`config.mk`:
```
export PLATFORM = sky130hd
export DESIGN_NAME = pil_top
export DESIGN_NICKNAME = d
export VERILOG_FILES = /design/src/rtl/pil_pkg.sv /design/src/rtl/pil_stage.sv /design/src/rtl/pil_hazard.sv /design/src/rtl/pil_top.sv
export SDC_FILE = /design/constraint.sdc
export NUM_CORES = 1
export LEC_CHECK = 0
export BUFFER_PORTS_ARGS = -buffer_cell sky130_fd_sc_hd__buf_2
export CAP_MARGIN = 15
export CORE_MARGIN = 2
export CORE_UTILIZATION = 54
export DETAILED_ROUTE_END_ITERATION = 10
export PLACE_DENSITY = 0.71
export SKIP_LAST_GASP = 1
export SLEW_MARGIN = 10
export SYNTH_ARGS = -nofsm -noshare
export SYNTH_HDL_FRONTEND = slang
export SYNTH_SLANG_ARGS = --single-unit
```
`constraint.sdc`:
```
create_clock -name clk -period 2.45 [get_ports clk]
set_clock_uncertainty 0.05 [all_clocks]
set_input_delay 0.1225 -clock clk [delete_from_list [all_inputs] [get_ports clk]]
set_output_delay 0.1225 -clock clk [all_outputs]
set_load 0.01 [all_outputs]
```
`src/rtl/pil_pkg.sv`:
```
package pil_pkg;
  localparam int TAG_W = 8;
  localparam int RN_W  = 4;
  localparam int EA_W  = 12;

  localparam int N_STG = 5;
  localparam int ST_IF = 0;
  localparam int ST_AC = 1;
  localparam int ST_OF = 2;
  localparam int ST_OP = 3;
  localparam int ST_OS = 4;

  // number of frozen stages for each interlock = index of the bubble slot
  localparam int FRZ_OF = ST_OP;
  localparam int FRZ_AC = ST_OF;

  typedef struct packed {
    logic             vld;
    logic [TAG_W-1:0] tag;
    logic [RN_W-1:0]  r;
    logic [RN_W-1:0]  x;
    logic [EA_W-1:0]  ea;
    logic             rd_reg;
    logic             rd_mem;
    logic             use_idx;
    logic             wr_reg;
    logic             wr_mem;
  } slot_t;
endpackage

```
`src/rtl/pil_stage.sv`:
```
module pil_stage
  import pil_pkg::*;
(
  input  logic  clk,
  input  logic  rst,
  input  logic  hold,
  input  logic  kill,
  input  slot_t d,
  output slot_t q
);
  // empty entries are stored as all-zero so they never carry flags
  always_ff @(posedge clk) begin
    if (rst) begin
      q <= '0;
    end else if (!hold) begin
      if (kill)       q <= '0;
      else if (d.vld) q <= d;
      else            q <= '0;
    end
  end
endmodule

```
`src/rtl/pil_hazard.sv`:
```
module pil_hazard
  import pil_pkg::*;
(
  input  logic            ac_use_idx,
  input  logic [RN_W-1:0] ac_x,
  input  logic            of_vld,
  input  logic            of_rd_reg,
  input  logic            of_rd_mem,
  input  logic            of_wr_reg,
  input  logic [RN_W-1:0] of_r,
  input  logic [EA_W-1:0] of_ea,
  input  logic            op_wr_reg,
  input  logic            op_wr_mem,
  input  logic [RN_W-1:0] op_r,
  input  logic [EA_W-1:0] op_ea,
  input  logic            os_wr_reg,
  input  logic            os_wr_mem,
  input  logic [RN_W-1:0] os_r,
  input  logic [EA_W-1:0] os_ea,
  output logic            of_lock,
  output logic            ac_lock
);
  logic reg_vs_op, reg_vs_os, mem_vs_op, mem_vs_os;
  logic idx_vs_of, idx_vs_op, idx_vs_os;

  always_comb begin
    reg_vs_op = of_rd_reg && op_wr_reg && (of_r == op_r);
    reg_vs_os = of_rd_reg && os_wr_reg && (of_r == os_r);
    mem_vs_op = of_rd_mem && op_wr_mem && (of_ea == op_ea);
    mem_vs_os = of_rd_mem && os_wr_mem && (of_ea == os_ea);
    of_lock   = of_vld && (reg_vs_op || reg_vs_os || mem_vs_op || mem_vs_os);

    idx_vs_of = of_wr_reg && (ac_x == of_r);
    idx_vs_op = op_wr_reg && (ac_x == op_r);
    idx_vs_os = os_wr_reg && (ac_x == os_r);
    ac_lock   = ac_use_idx && (idx_vs_of || idx_vs_op || idx_vs_os);
  end
endmodule

```
`src/rtl/pil_top.sv`:
```
module pil_top
  import pil_pkg::*;
(
  input  logic             clk,
  input  logic             rst,
  input  logic             in_valid,
  output logic             in_ready,
  input  logic [TAG_W-1:0] in_tag,
  input  logic [RN_W-1:0]  in_r,
  input  logic [RN_W-1:0]  in_x,
  input  logic [EA_W-1:0]  in_ea,
  input  logic             in_rd_reg,
  input  logic             in_rd_mem,
  input  logic             in_use_idx,
  input  logic             in_wr_reg,
  input  logic             in_wr_mem,
  output logic             out_valid,
  output logic [TAG_W-1:0] out_tag,
  output logic [RN_W-1:0]  out_r,
  output logic [EA_W-1:0]  out_ea,
  output logic             out_wr_reg,
  output logic             out_wr_mem,
  output logic             stall_of,
  output logic             stall_ac
);
  slot_t            stg_d [N_STG];
  slot_t            stg_q [N_STG];
  logic [N_STG-1:0] hold_v;
  logic [N_STG-1:0] kill_v;
  int unsigned      frz;

  pil_hazard u_haz (
    .ac_use_idx (stg_q[ST_AC].use_idx),
    .ac_x       (stg_q[ST_AC].x),
    .of_vld     (stg_q[ST_OF].vld),
    .of_rd_reg  (stg_q[ST_OF].rd_reg),
    .of_rd_mem  (stg_q[ST_OF].rd_mem),
    .of_wr_reg  (stg_q[ST_OF].wr_reg),
    .of_r       (stg_q[ST_OF].r),
    .of_ea      (stg_q[ST_OF].ea),
    .op_wr_reg  (stg_q[ST_OP].wr_reg),
    .op_wr_mem  (stg_q[ST_OP].wr_mem),
    .op_r       (stg_q[ST_OP].r),
    .op_ea      (stg_q[ST_OP].ea),
    .os_wr_reg  (stg_q[ST_OS].wr_reg),
    .os_wr_mem  (stg_q[ST_OS].wr_mem),
    .os_r       (stg_q[ST_OS].r),
    .os_ea      (stg_q[ST_OS].ea),
    .of_lock    (stall_of),
    .ac_lock    (stall_ac)
  );

  // operand-fetch interlock has priority over the index interlock
  always_comb begin
    if (stall_of)      frz = FRZ_OF;
    else if (stall_ac) frz = FRZ_AC;
    else               frz = 0;
  end

  assign in_ready = !(stall_of || stall_ac);

  always_comb begin
    stg_d[ST_IF]         = '0;
    stg_d[ST_IF].vld     = in_valid;
    stg_d[ST_IF].tag     = in_tag;
    stg_d[ST_IF].r       = in_r;
    stg_d[ST_IF].x       = in_x;
    stg_d[ST_IF].ea      = in_ea;
    stg_d[ST_IF].rd_reg  = in_rd_reg;
    stg_d[ST_IF].rd_mem  = in_rd_mem;
    stg_d[ST_IF].use_idx = in_use_idx;
    stg_d[ST_IF].wr_reg  = in_wr_reg;
    stg_d[ST_IF].wr_mem  = in_wr_mem;
  end

  for (genvar gi = 0; gi < N_STG; gi++) begin : g_stage
    if (gi > 0) begin : g_link
      assign stg_d[gi] = stg_q[gi-1];
    end
    assign hold_v[gi] = (gi < frz);
    assign kill_v[gi] = (frz != 0) && (gi == frz);

    pil_stage u_stg (
      .clk  (clk),
      .rst  (rst),
      .hold (hold_v[gi]),
      .kill (kill_v[gi]),
      .d    (stg_d[gi]),
      .q    (stg_q[gi])
    );
  end

  assign out_valid  = stg_q[ST_OS].vld;
  assign out_tag    = stg_q[ST_OS].tag;
  assign out_r      = stg_q[ST_OS].r;
  assign out_ea     = stg_q[ST_OS].ea;
  assign out_wr_reg = stg_q[ST_OS].wr_reg;
  assign out_wr_mem = stg_q[ST_OS].wr_mem;

  logic unused_fields;
  assign unused_fields = &{1'b0, stg_q[ST_OS].x, stg_q[ST_OS].rd_reg,
                           stg_q[ST_OS].rd_mem, stg_q[ST_OS].use_idx,
                           stg_q[ST_OF].wr_mem};

  // reset empties the pipe
  p_rst_empty_r1: assert property (@(posedge clk) rst |=> !out_valid);

  // the store stage is never frozen
  p_os_advance_r2: assert property (@(posedge clk) disable iff (rst)
    stg_q[ST_OP].vld |=> out_valid);

  // operand-fetch interlock empties operate and holds operand fetch
  p_op_bubble_r6: assert property (@(posedge clk) disable iff (rst)
    stall_of |=> !stg_q[ST_OP].vld);
  p_of_hold_r6: assert property (@(posedge clk) disable iff (rst)
    stall_of |=> $stable(stg_q[ST_OF]));

  // index interlock alone empties operand fetch, holds address computation
  p_of_bubble_r5: assert property (@(posedge clk) disable iff (rst)
    (stall_ac && !stall_of) |=> !stg_q[ST_OF].vld);
  p_ac_hold_r5: assert property (@(posedge clk) disable iff (rst)
    (stall_ac || stall_of) |=> $stable(stg_q[ST_AC]));

  // an empty operate slot announces no write
  p_empty_quiet_r8: assert property (@(posedge clk) disable iff (rst)
    !stg_q[ST_OP].vld |-> !(stg_q[ST_OP].wr_reg || stg_q[ST_OP].wr_mem));
endmodule

```
## Word level (Yosys, flattened, before mapping)

Cells that the tools add are included.

| storage, ports and cells | value |
|---|---|
| output and inout port bits | 30 |
| word-level logic and storage cells | 101 |
| register bits | 163 |

| operators by class | value |
|---|---|
| magnitude comparators | 5 |
| multiplexer cells | 12 |
| reductions and logical operators | 27 |
| equal/unequal tests | 11 |

Operator list:

| operator | count |
|---|---|
| two-way mux 34 bit | 10 |
| == test 2 x 32 -> 1 bit (first input constant) | 2 |
| < comparator 1 x 32 -> 1 bit (first input constant) | 2 |
| < comparator 2 x 32 -> 1 bit (first input constant) | 2 |
| == test 1 x 32 -> 1 bit (first input constant) | 1 |
| == test 3 x 32 -> 1 bit (first input constant) | 1 |
| zero test 32 bit | 1 |
| < comparator 3 x 32 -> 1 bit (first input constant) | 1 |
| two-way mux 32 bit | 1 |
| nonzero test 32 bit | 1 |
| == test 12 bit | 2 |
| == test 4 bit | 5 |
| logical AND 1 bit | 18 |
| logical OR 1 bit | 6 |
| two-way mux 2 bit | 1 |
| zero test 1 bit | 1 |

## Longest topological paths before layout

Gate-level depths: netlist (run 1).

| logic depth | value |
|---|---|
| depth after elaboration | 10 |
| depth in mapped cells | 10 |
| gate-level depth less buffers | 7 |

## Hierarchy

A second synthesis (run 1) with hierarchy kept.

| second synthesis, totals | value |
|---|---|
| cell total of the unflattened synthesis | 836 |
| area, all modules | 7727.4 um^2 |

By module, submodules not included:

| module | times used | cells each | area each (um^2) |
|---|---|---|---|
| pil_stage | 5 | 153 | 1437.6 |
| pil_hazard | 1 | 66 | 515.5 |
| pil_top | 1 | 5 | 23.8 |

## Least setup slack after synthesis (run 1)

Ideal clock, no wire load.

| timing | value |
|---|---|
| kind | register to register |
| from | register g_stage[1].u_stg.q[17] (netlist bit) |
| to | register g_stage[0].u_stg.q[0] (netlist bit) |
| buffers on the path | 3 |
| slack | 0.493 ns |
| cell stages (with the launch flop) | 10 |
| clock period less this slack | 1.957 ns |
| arrival time | 1.835 ns |
| cell sequence | dfxtp_1 buf_2 xor2_1 nor4_4 nor3_4 inv_2 a211oi_2 buf_6 buf_12 mux2i_1 |

| between the ends | value |
|---|---|
| longest elaborated chain between the ends | 10 |

RTL lines:

| item | line | text |
|---|---|---|
| start: declaration | pil_stage.sv:9 | `output slot_t q` |
| start signal: assignment | pil_stage.sv:14 | `q <= '0;` |
| start signal: assignment | pil_stage.sv:16 | `if (kill) q <= '0;` |
| start signal: assignment | pil_stage.sv:17 | `else if (d.vld) q <= d;` |
| == test 4 bit, on equally long branches | pil_hazard.sv:33, pil_hazard.sv:34 |  |
| logical AND 1 bit, on equally long branches | pil_hazard.sv:33, pil_hazard.sv:34 |  |
| logical OR 1 bit | pil_hazard.sv:36 | `ac_lock = ac_use_idx && (idx_vs_of \|\| idx_vs_op \|\| idx_vs_os);` |
| logical OR 1 bit (*) | pil_hazard.sv:36 |  |
| logical AND 1 bit (*) | pil_hazard.sv:36 |  |
| two-way mux 2 bit (*) | pil_top.sv:56 | `else if (stall_ac) frz = FRZ_AC;` |
| two-way mux 32 bit (*) | pil_top.sv:55 | `if (stall_of) frz = FRZ_OF;` |
| branches (longest 3 deep; another with < comparator 1 x 32 -> 1 bit) | - |  |
| end signal: assignment | pil_stage.sv:16 |  |
| end signal: assignment | pil_stage.sv:17 |  |
| end signal: assignment | pil_stage.sv:18 | `else q <= '0;` |
| end: declaration | pil_stage.sv:9 |  |

Mark *: on every way between the ends.
A chain may end at the register's enable or synchronous reset.

## Final worst setup path (run 1)

| timing | value |
|---|---|
| from | register g_stage[2].u_stg.q[5] (netlist bit) |
| to | output in_ready |

| between the ends | value |
|---|---|
| longest elaborated chain between the ends | 7 |

RTL lines:

| item | line | text |
|---|---|---|
| start: declaration | pil_stage.sv:9 |  |
| start signal: assignment | pil_stage.sv:14 |  |
| start signal: assignment | pil_stage.sv:16 |  |
| start signal: assignment | pil_stage.sv:17 |  |
| == test 12 bit | pil_hazard.sv:29 | `mem_vs_op = of_rd_mem && op_wr_mem && (of_ea == op_ea);` |
| logical AND 1 bit | pil_hazard.sv:29 |  |
| logical OR 1 bit | pil_hazard.sv:31 | `of_lock = of_vld && (reg_vs_op \|\| reg_vs_os \|\| mem_vs_op \|\| mem_vs_os);` |
| logical OR 1 bit (*) | pil_hazard.sv:31 |  |
| logical AND 1 bit (*) | pil_hazard.sv:31 |  |
| logical OR 1 bit (*) | pil_top.sv:60 | `assign in_ready = !(stall_of \|\| stall_ac);` |
| zero test 1 bit (*) | pil_top.sv:60 |  |
| end: declaration | pil_top.sv:7 | `output logic in_ready,` |

Mark *: on every way between the ends. The rest lies on a longest branch, timed or not.

==> out/results.ini, run 1 <==
[outcome]
run_status=finished, final reports clean

[floorplan]
die_y_um=117.2
design.die.area_sq_mm=0.01374
start_util_pct=55.08
num_io_pins=66
core_area_sq_mm=0.01257
row_count=41
dieWidth_um=117.2

[synth]
synth_cell_types=32
synth-seq-cells=151
synth-seq-area-share_pct=43.67
ys_async_sr_fraction_pct=0
synth_top_cell_area_share_pct=43.67
synthTopCellsByCount=dfxtp_1, nand3b_1, nand2b_1, mux2i_1, clkbuf_1
synth.most_common_cell=dfxtp_1
synth_enable_flop_cells=0
mappedNetlistArea_sq_mm=0.006923
synth-warning-count=0
synth_area_leader_cell=dfxtp_1
postSynthCellCount=707
syn_avg_cell_area_sq_um=9.792
synth.area.top_cells=dfxtp_1, nand3b_1, mux2i_1
net_count_after_synthesis=743
postSynth.topFlopCell=dfxtp_1

[grt]
grtUsageTotal_pct=26.55
grt_total_ovfl=0
antenna_found_initial=0
vias_in_the_first_global_route=5414
grt_start_max_net_pins=79
grt_pass1_wl_um=28090

[power_and_ir_drop]
pwr_density_cell_mw_per_mm2=645.7
leakage_nw=3.735
finalPower_mw=5.563
peakVddDrop_mv=0.4477

[sta]
maxClockFrequency_mhz=418.0
worstMarginPinSlew_ns=1.097
post-route-min-period_ns=2.392
worst_hold_slack_ns=0.1170
setup_slack_ns=0.05786
finalSetupViolations=0
final-max-slew-violation-count=0
final_hold_viol_count=0
rsz0062_at_grt=true
timing.final.crit_share_pct=97.64
timing.slew.headroom_pct=26.88

[clock_network]
number_of_clock_sinks_seen_by_cts=151
cts_buffer_depth=2
cts_tree=yes
cts_made_buffers=17
worstSkewPairLatency_ns=0.43
worst_setup_hold_path_clk_slew_ns=0.06
clk_root_buffer_cell=clkbuf_16
cts_htree_levels=4

[critical_path]
required_ns=2.28
r2r_setup_slack_ns=0.08
worst_setup_path_start_kind=register
crit-reg2reg-capture=g_stage[2].u_stg.q[14]
worstSetupEndpointType=primary output
crit_fanout=19
critPathArrivalTime_ns=2.22
reg2regPathDepth=7
timing.setup.critical_path_class=reg -> out
timing.rr.start=g_stage[2].u_stg.q[21]

[drt]
vias_per_cell=5.772
detailed_routing_iteration_count_for_the_pre_antenna_repair_pass=5
ant_nets=0
detailroute.wirelength.met3_um=1167
routedLengthMet1_um=7564
first_iter_violations=541
detail_route.drc_violations=0
route.final.wire_length_um=17420
top_signal_layer_used=met4
met2RoutedLength_um=8287
routed_wire_length_per_instance_um=17.74
num_vias=5668

[placed_design]
pre_cts_ws_ns=0.05181
port-buffer-count=65
gpl.final_weighted_congestion=0.8922
placedInstanceArea_sq_mm=0.007427
dpl.hpwl_um=10380

[finish]
syn_to_final_growth_pct=24.45
max_flop_register=g_stage.u_stg.q
nFillCells=937
drive_above_1_share_pct=20.25
nNetsFinal=833
finish.instance_area_sq_mm=0.008616
multi_input_comb_area_sq_mm=0.003665
regArea_sq_mm=0.003032
layout_top_registers=g_stage.u_stg.q (151)
largest_reg_flops=151
diode_insertion_count_for_antenna_repair=0

[job]
maxCapViolCount=0

[hold_path]
worst_hold_path.num_cells=3
hp-start=rst
min_path_type=in -> reg
hold_path_end=g_stage[2].u_stg.q[7]

[critical path, cell delays in order (launching register included)]
cell and delay [ns]:
dfxtp_1 0.41, xnor2_1 0.15, nand3_1 0.11, nor4_1 0.27, a31o_2 0.24, buf_6 0.23, a211oi_4 0.10, buf_12 0.15
buf_2 0.13
[metal layers]
metal / vias up / GRT usage (%)
met5: - / 0
met4: 0 / 10.82
met3: 36 / 6.746
met2: 238 / 40.80
met1: 2708 / 35.74
li1: 2686 / -
[worst max-delay path by stage]
stage / endpoint / slack (ns) / start / cells after the start
after floorplan: g_stage[0].u_stg.q[0] / 0.49 / g_stage[1].u_stg.q[17] / 9
after global placement: g_stage[1].u_stg.q[19] / 0.11 / g_stage[2].u_stg.q[21] / 9
after detailed placement: g_stage[2].u_stg.q[25] / 0.05 / g_stage[2].u_stg.q[6] / 6
after CTS: stall_of / -0.09 / g_stage[2].u_stg.q[23] / 8
after global routing: g_stage[2].u_stg.q[9] / -0.1 / g_stage[2].u_stg.q[24] / 7
final: in_ready / 0.06 / g_stage[2].u_stg.q[5] / 8
[cell families (layout without fill, tap and decap cells)]
family | Yosys count | count (layout) | synth area share, %
buf+inv | 71 | 173 | 4.988
compound gates | 71 | 72 | 8.278
xor+xnor | 44 | 44 | 5.566
simple gates | 307 | 307 | 28.39
flops | 151 | 151 | 43.67
mux | 63 | 63 | 9.109
[power by group]
part / switching (mW) / leakage, nW / internal, mW
logic: 0.107 / 2.20 / 0.130
clock network: 0.986 / 0.304 / 1.81
registers: 0.0356 / 1.23 / 2.49
[cell type report]
cell class              instances  area share, %
repair buffers                138          12.24
clock inverters                 7          1.626
inverters                       3         0.1597
clock buffers                  25          5.751
flip-flops and latches        151          35.19
multi-input cells             486          42.54
well taps                     172          2.498
[cell usage in the layout (no fill, tap or decap), drive strengths merged, types with 6 or more instances in the layout]
| master | n |
|---|---|
| xor2 | 22 |
| o211ai | 33 |
| nand2b | 64 |
| nand3b | 94 |
| and3 | 26 |
| o2111ai | 33 |
| mux2i | 63 |
| nand3 | 39 |
| dfxtp | 151 |
| xnor2 | 22 |
| clkbuf | 25 |
| nor4 | 6 |
| dlygate4sd3 | 33 |
| buf | 104 |
| nand2 | 35 |
| and2 | 26 |
[stage by stage]
stage	utilization (%)	setup TNS, ns	std cells
6_report	68.55	0	982
3_5_place_dp	59.09	0	908
5_1_grt	68.55	-1.213	982
3_3_place_gp	59.09	0	908
2_1_floorplan	-	0	707
4_1_cts	67.87	-0.8399	978
[what timing repair did]
item	in CTS	in global routing
pin swaps	1	1
endpoints found under the setup margin	4	87
gates cloned	2	0
endpoints found under the hold margin	33	0
hold buffers	33	0
resized for setup	11	14
buffers inserted	3	4
No activity file was read; power rests on OpenSTA's default activity.
==> run 2, diff against run 1 <==
- BUFFER_PORTS_ARGS: -buffer_cell sky130_fd_sc_hd__buf_2 -> -buffer_cell sky130_fd_sc_hd__clkbuf_2
==> run 2 against run 1 <==
Global-route usage decreased by 0.88 points. Cell count increased by 0.31%. Non-clock buffer count up 3. Die area is the same. Setup slack lost 0.026 ns. Via count down 0.88%. Largest power group is now sequential cells.
==> out/results.ini, run 2 (synthesis results as in run 1) <==
[grt]
grt_busiest_layer=met2  ; unchanged
vias_in_the_first_global_route=5333  ; was 5414
grt_start_max_net_pins=79  ; unchanged
grt_use_met2_pct=40.15  ; was 40.80%
grt_pass1_wl_um=27280  ; was 28090 um
grtUsageTotal_pct=25.67  ; was 26.55%
globalRouteMet1Util_pct=35.33  ; was 35.74%
antenna_found_initial=0  ; unchanged
grt_total_ovfl=0  ; unchanged
groute.layer.met3.usage_pct=6.076  ; was 6.746%

[drt]
vias_per_cell=5.704  ; was 5.772
ant_nets=0  ; unchanged
detail_route.drc_violations=0  ; unchanged
first_iter_violations=541  ; unchanged
route.final.wire_length_um=16850  ; was 17420 um
routed_wire_length_per_instance_um=17.11  ; was 17.74 um
num_vias=5618  ; was 5668
detailed_routing_iteration_count_for_the_pre_antenna_repair_pass=6  ; was 5

[clock_network]
cts_tree=yes  ; unchanged
cts_htree_levels=4  ; unchanged
cts_made_buffers=17  ; unchanged
clk_root_buffer_cell=clkbuf_16  ; unchanged
number_of_clock_sinks_seen_by_cts=151  ; unchanged
cts_buffer_depth=2  ; unchanged
worst_setup_hold_path_clk_slew_ns=0.06  ; about the same
worstSkewPairLatency_ns=0.43  ; about the same

[hold_path]
hp-start=rst  ; unchanged
min_path_type=in -> reg  ; unchanged

[finish]
layout.cells.most_common_list=dfxtp_1, nand3b_1, nand2b_1, clkbuf_2, mux2i_1  ; was dfxtp_1, nand3b_1, buf_2
syn_to_final_growth_pct=23.12  ; was 24.45%
max_flop_register=g_stage.u_stg.q  ; unchanged
drive_above_1_share_pct=20.30  ; was 20.25%
layout_top_registers=g_stage.u_stg.q (151)  ; unchanged
post_layout_nonfiller_instances=985  ; was 982
largest_reg_flops=151  ; unchanged
final_common_cell=dfxtp_1  ; unchanged
nNetsFinal=836  ; was 833
diode_insertion_count_for_antenna_repair=0  ; unchanged

[critical_path]
timing.rr.start=g_stage[1].u_stg.q[20]  ; was g_stage[2].u_stg.q[21]
crit_fanout=8  ; was 19
critPathCapture=in_ready  ; unchanged
worstPathCellList=xor2_1, nor4_4, buf_4, nor3_4, inv_4, a211oi_4, buf_12, clkbuf_2  ; was xnor2_1, nand3_1, nor4_1, a31o_2, buf_6, a211oi_4, buf_12, buf_2
worst_path_largest_cell_delay_ns=0.41  ; about the same
worst_setup_path_start_kind=register  ; unchanged
worstSetupEndpointType=primary output  ; unchanged
crit-reg2reg-capture=g_stage[0].u_stg.q[19]  ; was g_stage[2].u_stg.q[14]
reg2regPathDepth=9  ; was 7
timing.setup.critical_path_class=reg -> out  ; unchanged
r2r_setup_slack_ns=0.09  ; was 0.08 ns
critPathArrivalTime_ns=2.25  ; was 2.22 ns
critical_path.slowest_cell=dfxtp_2  ; was dfxtp_1
setup.worst_path.start=g_stage[1].u_stg.q[20]  ; was g_stage[2].u_stg.q[5]
required_ns=2.28  ; about the same

[floorplan]
core_area_sq_mm=0.01257  ; unchanged
die_y_um=117.2  ; unchanged
dieWidth_um=117.2  ; unchanged
num_io_pins=66  ; unchanged
start_util_pct=55.08  ; unchanged
design.die.area_sq_mm=0.01374  ; unchanged
row_count=41  ; unchanged

[sta]
worst_hold_slack_ns=0.1151  ; was 0.1170 ns
maxClockFrequency_mhz=413.5  ; was 418.0 MHz
post-route-min-period_ns=2.418  ; was 2.392 ns
timing.final.crit_share_pct=98.70  ; was 97.64%
worstMarginPinSlew_ns=0.6987  ; was 1.097 ns
timing.slew.headroom_pct=53.24  ; was 26.88%
final-max-slew-violation-count=0  ; unchanged
final_hold_viol_count=0  ; unchanged
rsz0062_at_grt=true  ; unchanged
finalSetupViolations=0  ; unchanged

[outcome]
run_status=finished, final reports clean  ; unchanged

[placed_design]
placed_cell_count=909  ; was 908
port-buffer-count=65  ; unchanged
gpl.final_weighted_congestion=0.8866  ; was 0.8922
dpl.hpwl_um=10240  ; was 10380 um

[job]
maxCapViolCount=0  ; unchanged

[power_and_ir_drop]
finalPower_mw=5.278  ; was 5.563 mW
pwr_density_cell_mw_per_mm2=619.3  ; was 645.7 mW/mm^2
peakVddDrop_mv=0.3484  ; was 0.4477 mV
leakage_nw=3.680  ; was 3.735 nW

==> run 2: changes by cell type in the layout (fill, tap and decap cells not counted), moves of 4 or more <==
| cell | before | now |
|---|---|---|
| clkbuf_2 | 0 | 64 |
| buf_2 | 65 | 1 |
| buf_4 | 32 | 37 |
| clkinvlp_4 | 2 | 6 |
==> run 2: worst min-delay path by stage <==
| stage | to | depth (start not counted) |
|---|---|---|
| 2_1_floorplan | g_stage[0].u_stg.q[0] | 2 |
| 3_3_place_gp | g_stage[0].u_stg.q[6] | 3 |
| 3_5_place_dp | g_stage[0].u_stg.q[6] | 3 |
| 4_1_cts | g_stage[2].u_stg.q[14] | 3 |
| 5_1_grt | g_stage[2].u_stg.q[7] | 3 |
| 6_report | g_stage[2].u_stg.q[7] | 3 |
==> run 2: power by group <==
group	switching, mW	internal, mW	total [mW]
Combinational	0.105	0.131	0.237
Clock	1.04	1.47	2.51
Sequential	0.0355	2.49	2.53
==> run 2: stage by stage <==
stage	utilization (%)	worst slack [ns]	TNS, ns	cell area [sq um]
floorplan	-	0.4929	0	6923
global placement	59.15	0.1139	0	7435
detailed placement	59.15	0.01726	0	7435
CTS	67.16	-0.03816	-0.03982	8441
global route	67.81	-0.06954	-0.1381	8523
finish	67.81	0.03173	0	8523
==> run 2: routing by layer <==
metal / vias up / wire length [um]
met5: - / 0
met1: 2712 / 7630
li1: 2694 / -
met3: 27 / 1013
met4: 0 / 281
met2: 185 / 7925
==> run 2: area by class of cell <==
type                    count  area, sq um
multi-input cells         486         3643
flip-flops and latches    151         3030
repair buffers            141         1051
fillers                   945         4045
clock inverters            11        98.84
inverters                   3        13.76
clock buffers              21        470.5
well taps                 172        215.2
==> run 2: what timing repair did <==
action,4_1_cts,5_1_grt
pin swaps,1,3
gates resized for setup,12,9
hold buffers,33,0
setup buffers,2,7
cloned,2,0
endpoints found under the setup margin,4,53
endpoints found under the hold margin,33,0
==> run 2: critical path, delay by kind of cell (launching register included) <==
kind / cells / cell delay (ns)
AOI/OAI and AO/OA: 1 / 0.28
xor gates and xnor gates: 1 / 0.26
buffers and inverters: 4 / 0.55
DFF: 1 / 0.41
and+or+nand+nor: 2 / 0.31
